==> config.mk <==
export PLATFORM = sky130hd
export DESIGN_NAME = mbx_doorbell
export DESIGN_NICKNAME = d
export VERILOG_FILES = /design/src/rtl/mbx_pkg.sv /design/src/rtl/mbx_decode.sv /design/src/rtl/mbx_bells.sv /design/src/rtl/mbx_msg_reg.sv /design/src/rtl/mbx_doorbell.sv
export SDC_FILE = /design/constraint.sdc
export NUM_CORES = 1
export LEC_CHECK = 0
export BUFFER_PORTS_ARGS = -buffer_cell sky130_fd_sc_hd__buf_2
export CAP_MARGIN = 25
export CORE_MARGIN = 2
export CORE_UTILIZATION = 54
export DETAILED_ROUTE_END_ITERATION = 6
export MAX_ROUTING_LAYER = met4
export PLACE_DENSITY = 0.84
export SLEW_MARGIN = 15
export SYNTH_ARGS = -nofsm -noshare
export SYNTH_HDL_FRONTEND = slang
export SYNTH_SLANG_ARGS = --single-unit
==> constraint.sdc <==
create_clock -name clk -period 1.3 [get_ports clk]
set_input_delay 0.065 -clock clk [delete_from_list [all_inputs] [get_ports clk]]
set_output_delay 0.065 -clock clk [all_outputs]
set_load 0.01 [all_outputs]
==> src/rtl/mbx_pkg.sv <==
package mbx_pkg;

    typedef enum logic {
        SIDE_A = 1'b0,
        SIDE_B = 1'b1
    } side_e;

    typedef enum logic [1:0] {
        REG_MSG1 = 2'd0,
        REG_CTLA = 2'd1,
        REG_MSG2 = 2'd2,
        REG_CTLB = 2'd3
    } reg_e;

    typedef struct packed {
        logic x1;
        logic x2;
        logic y1;
        logic y2;
    } bell_t;

    typedef struct packed {
        logic a_y1;
        logic a_y2;
        logic b_x1;
        logic b_x2;
    } irq_en_t;

    localparam int CTL_BITS = 6;
    localparam int IDX_LSB  = 2;
    localparam int NUM_MSG  = 2;

    // A-side view: owned flags at bits 0 and 3, peer flags at 1 and 2
    function automatic logic [CTL_BITS-1:0] ctla_view(bell_t b, irq_en_t e);
        return {e.a_y2, e.a_y1, b.x2, b.y1, b.y2, b.x1};
    endfunction

    // B-side view: the mirror image of the A-side view
    function automatic logic [CTL_BITS-1:0] ctlb_view(bell_t b, irq_en_t e);
        return {e.b_x2, e.b_x1, b.y2, b.x1, b.x2, b.y1};
    endfunction

endpackage

==> src/rtl/mbx_decode.sv <==
module mbx_decode
    import mbx_pkg::*;
(
    input  logic       req_valid,
    input  logic       req_write,
    input  logic       req_src,
    input  logic [1:0] word_idx,
    output reg_e       sel,
    output logic       blocked,
    output logic       wr_en,
    output logic       rd_en
);

    always_comb begin
        sel     = reg_e'(word_idx);
        // Side A has no access to the B-side control word
        blocked = (sel == REG_CTLB) && (side_e'(req_src) == SIDE_A);
        wr_en   = req_valid && req_write && !blocked;
        rd_en   = req_valid && !req_write;
    end

endmodule

==> src/rtl/mbx_bells.sv <==
module mbx_bells
    import mbx_pkg::*;
(
    input  logic                clk,
    input  logic                rst_n,
    input  logic                wr_ctla,
    input  logic                wr_ctlb,
    input  logic [CTL_BITS-1:0] wbits,
    output bell_t               bells_q,
    output irq_en_t             en_q,
    output logic                irq_a,
    output logic                irq_b
);

    typedef struct packed {
        bell_t   bells;
        irq_en_t en;
        logic    irq_a;
        logic    irq_b;
    } state_t;

    state_t st_d, st_q;

    always_comb begin
        st_d = st_q;
        if (wr_ctla) begin
            st_d.bells.x1 = wbits[0];
            st_d.bells.x2 = wbits[3];
            if (wbits[1]) st_d.bells.y2 = 1'b0;
            if (wbits[2]) st_d.bells.y1 = 1'b0;
            st_d.en.a_y1  = wbits[4];
            st_d.en.a_y2  = wbits[5];
        end
        if (wr_ctlb) begin
            st_d.bells.y1 = wbits[0];
            st_d.bells.y2 = wbits[3];
            if (wbits[1]) st_d.bells.x2 = 1'b0;
            if (wbits[2]) st_d.bells.x1 = 1'b0;
            st_d.en.b_x1  = wbits[4];
            st_d.en.b_x2  = wbits[5];
        end
        st_d.irq_a = (st_d.bells.y1 && st_d.en.a_y1) || (st_d.bells.y2 && st_d.en.a_y2);
        st_d.irq_b = (st_d.bells.x1 && st_d.en.b_x1) || (st_d.bells.x2 && st_d.en.b_x2);
    end

    always_ff @(posedge clk) begin
        if (!rst_n) st_q <= '0;
        else        st_q <= st_d;
    end

    assign bells_q = st_q.bells;
    assign en_q    = st_q.en;
    assign irq_a   = st_q.irq_a;
    assign irq_b   = st_q.irq_b;

endmodule

==> src/rtl/mbx_msg_reg.sv <==
module mbx_msg_reg #(
    parameter int DATA_W = 32
) (
    input  logic              clk,
    input  logic              rst_n,
    input  logic              wr,
    input  logic [DATA_W-1:0] wdata,
    output logic [DATA_W-1:0] value_q
);

    logic [DATA_W-1:0] value_d;

    always_comb begin
        value_d = wr ? wdata : value_q;
    end

    always_ff @(posedge clk) begin
        if (!rst_n) value_q <= '0;
        else        value_q <= value_d;
    end

endmodule

==> src/rtl/mbx_doorbell.sv <==
module mbx_doorbell
    import mbx_pkg::*;
#(
    parameter int DATA_W = 32,
    parameter int ADDR_W = 4
) (
    input  logic              clk,
    input  logic              rst_n,
    input  logic              req_valid,
    input  logic              req_write,
    input  logic              req_src,
    input  logic [ADDR_W-1:0] req_addr,
    input  logic [DATA_W-1:0] req_wdata,
    output logic              rsp_valid,
    output logic [DATA_W-1:0] rsp_rdata,
    output logic              irq_a,
    output logic              irq_b
);

    localparam int PAD_W = DATA_W - CTL_BITS;

    typedef struct packed {
        logic              valid;
        logic [DATA_W-1:0] data;
    } rsp_t;

    reg_e    sel;
    logic    blocked, wr_en, rd_en;
    bell_t   bells_q;
    irq_en_t en_q;
    logic    unused_addr;
    logic    [NUM_MSG-1:0] msg_wr;
    logic    [DATA_W-1:0]  msg_q [NUM_MSG];
    rsp_t    rsp_d, rsp_q;

    assign unused_addr = ^req_addr;

    mbx_decode i_decode (
        .req_valid (req_valid),
        .req_write (req_write),
        .req_src   (req_src),
        .word_idx  (req_addr[IDX_LSB +: 2]),
        .sel       (sel),
        .blocked   (blocked),
        .wr_en     (wr_en),
        .rd_en     (rd_en)
    );

    mbx_bells i_bells (
        .clk     (clk),
        .rst_n   (rst_n),
        .wr_ctla (wr_en && (sel == REG_CTLA)),
        .wr_ctlb (wr_en && (sel == REG_CTLB)),
        .wbits   (req_wdata[CTL_BITS-1:0]),
        .bells_q (bells_q),
        .en_q    (en_q),
        .irq_a   (irq_a),
        .irq_b   (irq_b)
    );

    // message words sit at even word indices: 0 and 2
    for (genvar g = 0; g < NUM_MSG; g++) begin : g_msg
        assign msg_wr[g] = wr_en && (sel == reg_e'(2 * g));
        mbx_msg_reg #(.DATA_W(DATA_W)) i_msg (
            .clk     (clk),
            .rst_n   (rst_n),
            .wr      (msg_wr[g]),
            .wdata   (req_wdata),
            .value_q (msg_q[g])
        );
    end

    always_comb begin
        rsp_d       = '0;
        rsp_d.valid = rd_en;
        if (rd_en) begin
            unique case (sel)
                REG_MSG1: rsp_d.data = msg_q[0];
                REG_MSG2: rsp_d.data = msg_q[1];
                REG_CTLA: rsp_d.data = {{PAD_W{1'b0}}, ctla_view(bells_q, en_q)};
                REG_CTLB: rsp_d.data = blocked ? '0
                                     : {{PAD_W{1'b0}}, ctlb_view(bells_q, en_q)};
                default:  rsp_d.data = '0;
            endcase
        end
    end

    always_ff @(posedge clk) begin
        if (!rst_n) rsp_q <= '0;
        else        rsp_q <= rsp_d;
    end

    assign rsp_valid = rsp_q.valid;
    assign rsp_rdata = rsp_q.data;

endmodule

# After elaboration in Yosys (flattened, before gate mapping)
# Cells that the tools add are included.
# Widths: inputs -> output; s select.
[classes]
n_eq_ne = 3
n_mux = 9
n_bitwise = 1
n_reduce_logical = 18
[op_table]
columns = ["cell", "count"]
rows = [
  ["$pmux 32 s4", 1],
  ["$logic_and 1x1->1", 12],
  ["$mux 6", 2],
  ["$eq 2x2->1 const B", 2],
  ["$mux 1", 4],
  ["$mux 4", 1],
  ["$eq 2x1->1 const B", 1],
  ["$logic_not 1->1", 2],
  ["$logic_not 2->1", 1],
  ["$logic_or 1x1->1", 2],
  ["$mux 2", 1],
  ["$reduce_and 2->1", 1],
  ["$not 1->1", 1],
]
[word_totals]
reg_bits = 107
inputBits = 41
out_inout_bits = 35
elab_cells = 45

# Logic depth before layout (Yosys ltp)
[depth]
ltp_word = 10
ltp_mapped = 6
mapped_depth_nobuf = 4

# Cells and area by module
# Synthesis repeated with hierarchy kept, for this count alone.
[hier_totals]
hier_cells = 367
hier_area_um2 = 4244.1
[modules_own_cells]
columns = ["module", "n_inst", "cells_per_inst", "area_per_inst_um2"]
rows = [
  ["mbx_msg_reg", 2, 103, 1243.7],
  ["mbx_doorbell", 1, 119, 1321.3],
  ["mbx_bells", 1, 36, 396.6],
  ["mbx_decode", 1, 6, 38.8],
]

# Worst setup path before layout
# No wires, ideal clock.
[synth_timing]
path_kind = "in2reg"
from = "in req_addr[3]"
to = "reg i_bells.st_q, in the netlist i_bells.irq_a"
setup_time_ns = 0.117
arrival_time_ns = 0.995
required_time_ns = 1.183
slack_ns = 0.188
stages = 5
n_path_buf = 1
path_cell_list = "buf_2 -> and2_1 -> and2_1 -> a22o_1 -> a22o_1"
[synth_via]
elab_chain_len = 9
[synth_rtl]
columns = ["item", "line", "text"]
rows = [
  ["start: declaration", "mbx_doorbell.sv:12", "input logic [ADDR_W-1:0] req_addr,"],
  ["$eq 2x2->1", "mbx_decode.sv:17, mbx_doorbell.sv:53", ""],
  ["$logic_and 1x1->1", "mbx_decode.sv:17", "blocked = (sel == REG_CTLB) && (side_e'(req_src) == SIDE_A);"],
  ["$logic_not 1->1", "mbx_decode.sv:18", "wr_en = req_valid && req_write && !blocked;"],
  ["$logic_and 1x1->1", "mbx_decode.sv:18", ""],
  ["$logic_and 1x1->1", "mbx_doorbell.sv:52", ".wr_ctla (wr_en && (sel == REG_CTLA)),"],
  ["$mux 6", "mbx_bells.sv:26", "if (wr_ctla) begin"],
  ["$mux 4", "mbx_bells.sv:34", "if (wr_ctlb) begin"],
  ["$logic_and 1x1->1", "mbx_bells.sv:42", "st_d.irq_a = (st_d.bells.y1 && st_d.en.a_y1) || (st_d.bells.y2 && st_d.en.a_y2);"],
  ["$logic_or 1x1->1 *", "mbx_bells.sv:42", ""],
  ["end signal: assignment", "mbx_bells.sv:48", "else st_q <= st_d;"],
  ["end: declaration", "mbx_bells.sv:22", "state_t st_d, st_q;"],
]
# Every way passes the cells marked *; elsewhere a longest branch is shown, timed or not.
# A chain may end at the register's enable or synchronous reset.

# Final worst setup path
[layout_timing]
from = "in rst_n"
to = "reg rsp_q, in the netlist rsp_rdata[26]"
[layout_via]
elab_chain_len = 1
[layout_rtl]
columns = ["item", "line", "text"]
rows = [
  ["start: declaration", "mbx_doorbell.sv:8", "input logic rst_n,"],
  ["$reduce_and 2->1 (no line)", "--", ""],
  ["end signal: assignment", "mbx_doorbell.sv:90", "else rsp_q <= rsp_d;"],
  ["end: declaration", "mbx_doorbell.sv:34", "rsp_t rsp_d, rsp_q;"],
]
# Every way passes these cells.

==> results_dict.tcl <==
set metrics [dict create \
    place_inst 608 \
    switchingPower_uw 1430 \
    fmax_mhz 864 \
    final_common_cell "nand2_1" \
    drtIter0Drc 262 \
    cts_tree "yes" \
    dp_hpwl_mm 5.69 \
    netlist-cell-type-count 30 \
    slowest_stage "dlygate4sd3_1" \
    rows 31 \
    p_leak_uw 0.00205 \
    clockPowerShare 0.370 \
    dominantRegCellSynth "dfxtp_1" \
    cp.arrival_ns 1.46 \
    end_kind "flop" \
    synth-seq-cells 107 \
    htree_levels 3 \
    vias 3445 \
    grt_pass1_wl_mm 15.7 \
    synth_top_area_cell "dfxtp_1" \
    yosys-top-cells-area "dfxtp_1 54%, nand2_1 12%, a21oi_1 8.2%" \
    setup_viol 0 \
    synthesis.nets 492 \
    fp.dieArea_sq_um 8070 \
    clk_latency_ns 0.37 \
    outcome "finished, final reports clean" \
    nFillCells 553 \
    gp_congestion 0.866 \
    hold_path.class "in -> reg" \
    drv_slew 0 \
    switching_share 0.235 \
    cap_violations 0 \
    wl_per_cell_microns 14.2 \
    rsz0062_at_grt "no" \
    fin_cells 657 \
    power.density_nw_per_um2 1210 \
    pin_count 76 \
    async_reset_ff_frac 0 \
    setup_tns_ns 0 \
    max-vdd-ir-drop_v 0.000828 \
    syn_area_per_cell_sq_um 8.82 \
    antenna_found_initial 0 \
    combPwrFrac 0.080 \
    hold_slack_ns 0.151 \
    synth_edf_count 0 \
    cts.clk_slew.worst_paths_ns 0.10 \
    grt_start_max_net_pins 61 \
    synth_top_area_frac 0.538 \
    dr.pass1.iters 4 \
    cts_root_buf "clkbuf_8" \
    drc 0 \
    clock_path_buffers 2 \
    first_global_vias 3377 \
    final_hold_viol_count 0 \
    crit_type "in -> reg" \
    ys_seq_area_frac 0.538 \
    start_kind "input port" \
    ctsResizeCount 0 \
    io_buffers 73 \
    core_sq_um 7180 \
    p_int_uw 4660 \
    timing_worst_slew_pin_value_ns 0.299 \
    min_period_ns 1.16 \
    grt_usage 0.246 \
    chipWidth_microns 89.9 \
    post-cts-setup-buffers 0 \
    synth_area_sq_um 3980 \
    start_util 0.555 \
    diodes 0 \
    skew_ns 0.00994 \
    cp.required_ns 1.60 \
    postRouteAntennaNets 0 \
    layout_common_cells "131 x nand2_1, 107 x dfxtp_1, 73 x buf_2" \
    period_share 0.890 \
    gr-total-overflow 0 \
    drive_above_1_share 0.201 \
    viasPerCell 5.24 \
    nNetsFinal 594 \
    yosysWarnings 0 \
    post_dp_cell_area_sq_um 4490 \
    cp_slowest_stage_delay_ns 0.53 \
    area_growth_pct 26.8 \
    pwr-share-seq 0.551 \
    crit_path_max_fanout 26 \
    crit_chain "dlygate4sd3_1 > buf_2 > nand3b_2 > or2_1 > buf_4 > nor2_1" \
    dieHeight_microns 89.9 \
    routed_wl_mm 9.34 \
    cts_made_buffers 9 \
    design_area_sq_um 5040 \
    slew_headroom 0.799 \
    clock_sinks 107 \
    netlist_instances 451 \
]
[cells in the mapped netlist (2+ instances only)]
| cell type | instances |
|---|---|
| buf_6 | 6 |
| buf_4 | 2 |
| a211oi_1 | 13 |
| clkbuf_1 | 8 |
| o21ai_0 | 2 |
| and2_1 | 5 |
| a22o_1 | 4 |
| nand2_1 | 131 |
| buf_2 | 14 |
| dfxtp_1 | 107 |
| nor2b_1 | 14 |
| nor2_1 | 29 |
| a31oi_1 | 6 |
| a21oi_1 | 65 |
| mux2i_1 | 30 |
[through the flow]
stage               total power [uW]   util  worst slack (ns)
global route                    6300  0.703            0.0666
floorplan                       3650      -             0.188
CTS                             6120  0.703             0.153
detailed placement              3830  0.626            0.0949
global placement                3810  0.626             0.117
finish                          6090  0.703             0.143
[worst max-delay path, delay by kind of cell]
kind | cells | cell delay (ns)
simple gates | 3 | 0.47
buf+inv | 3 | 0.92
[worst paths after layout]
| path | cells past startpoint | endpoint | slack (ns) | startpoint |
|---|---|---|---|---|
| setup / recovery | 6 | rsp_rdata[26] | 0.14 | rst_n |
| hold / removal | 4 | rsp_valid | 0.15 | req_valid |
| setup reg to reg | 3 | rsp_rdata[2] | 0.36 | g_msg[1].i_msg.value_q[2] |
| hold reg to reg | 2 | g_msg[1].i_msg.value_q[5] | 0.46 | g_msg[1].i_msg.value_q[5] |
[power groups by stage]
stage                     Sequential [uW]  Combinational [uW]  Clock (uW)
after global placement               3420                 391           0
after CTS                            3350                 477        2290
after global routing                 3360                 525        2410
after floorplan                      3430                 227           0
after detailed placement             3430                 399           0
final                                3350                 485        2250
[final cells by class]
cell class,instances,area [sq um],share of cell area
Tap cell,99,124,0.0246
Inverter,2,7.51,0.00149
Clock buffer,9,124,0.0246
Timing Repair Buffer,122,891,0.177
Clock inverter,7,101,0.0201
Multi-Input combinational cell,311,1660,0.328
Sequential cell,107,2140,0.425
[what timing repair did]
action / CTS / global route
hold buffers: 33 / 0
endpoints found under the hold margin: 69 / 0
setup endpoints to repair: 0 / 0
[logic make-up after synthesis]
kind of cell,Yosys count,synth area share
and+or+nand+nor,188,0.201
buffers and inverters,33,0.0490
DFF,107,0.538
AOI/OAI and AO/OA,92,0.132
muxes,31,0.0792
[state kept, by name (all words and copies together) (netlist names)]
| name | cells |
|---|---|
| i_bells.irq_b | 1 |
| rsp_rdata | 32 |
| rsp_valid | 1 |
| i_bells.irq_a | 1 |
| i_bells.en_q | 4 |
| g_msg.i_msg.value_q | 64 |
| i_bells.bells_q | 4 |
[routing by layer]
metal | wire, microns | global-route usage
met5 | 0 | -
met4 | 197 | 0.103
met3 | 402 | 0.0377
met2 | 4690 | 0.417
met1 | 4050 | 0.294
(Power assumes the default switching activity.)
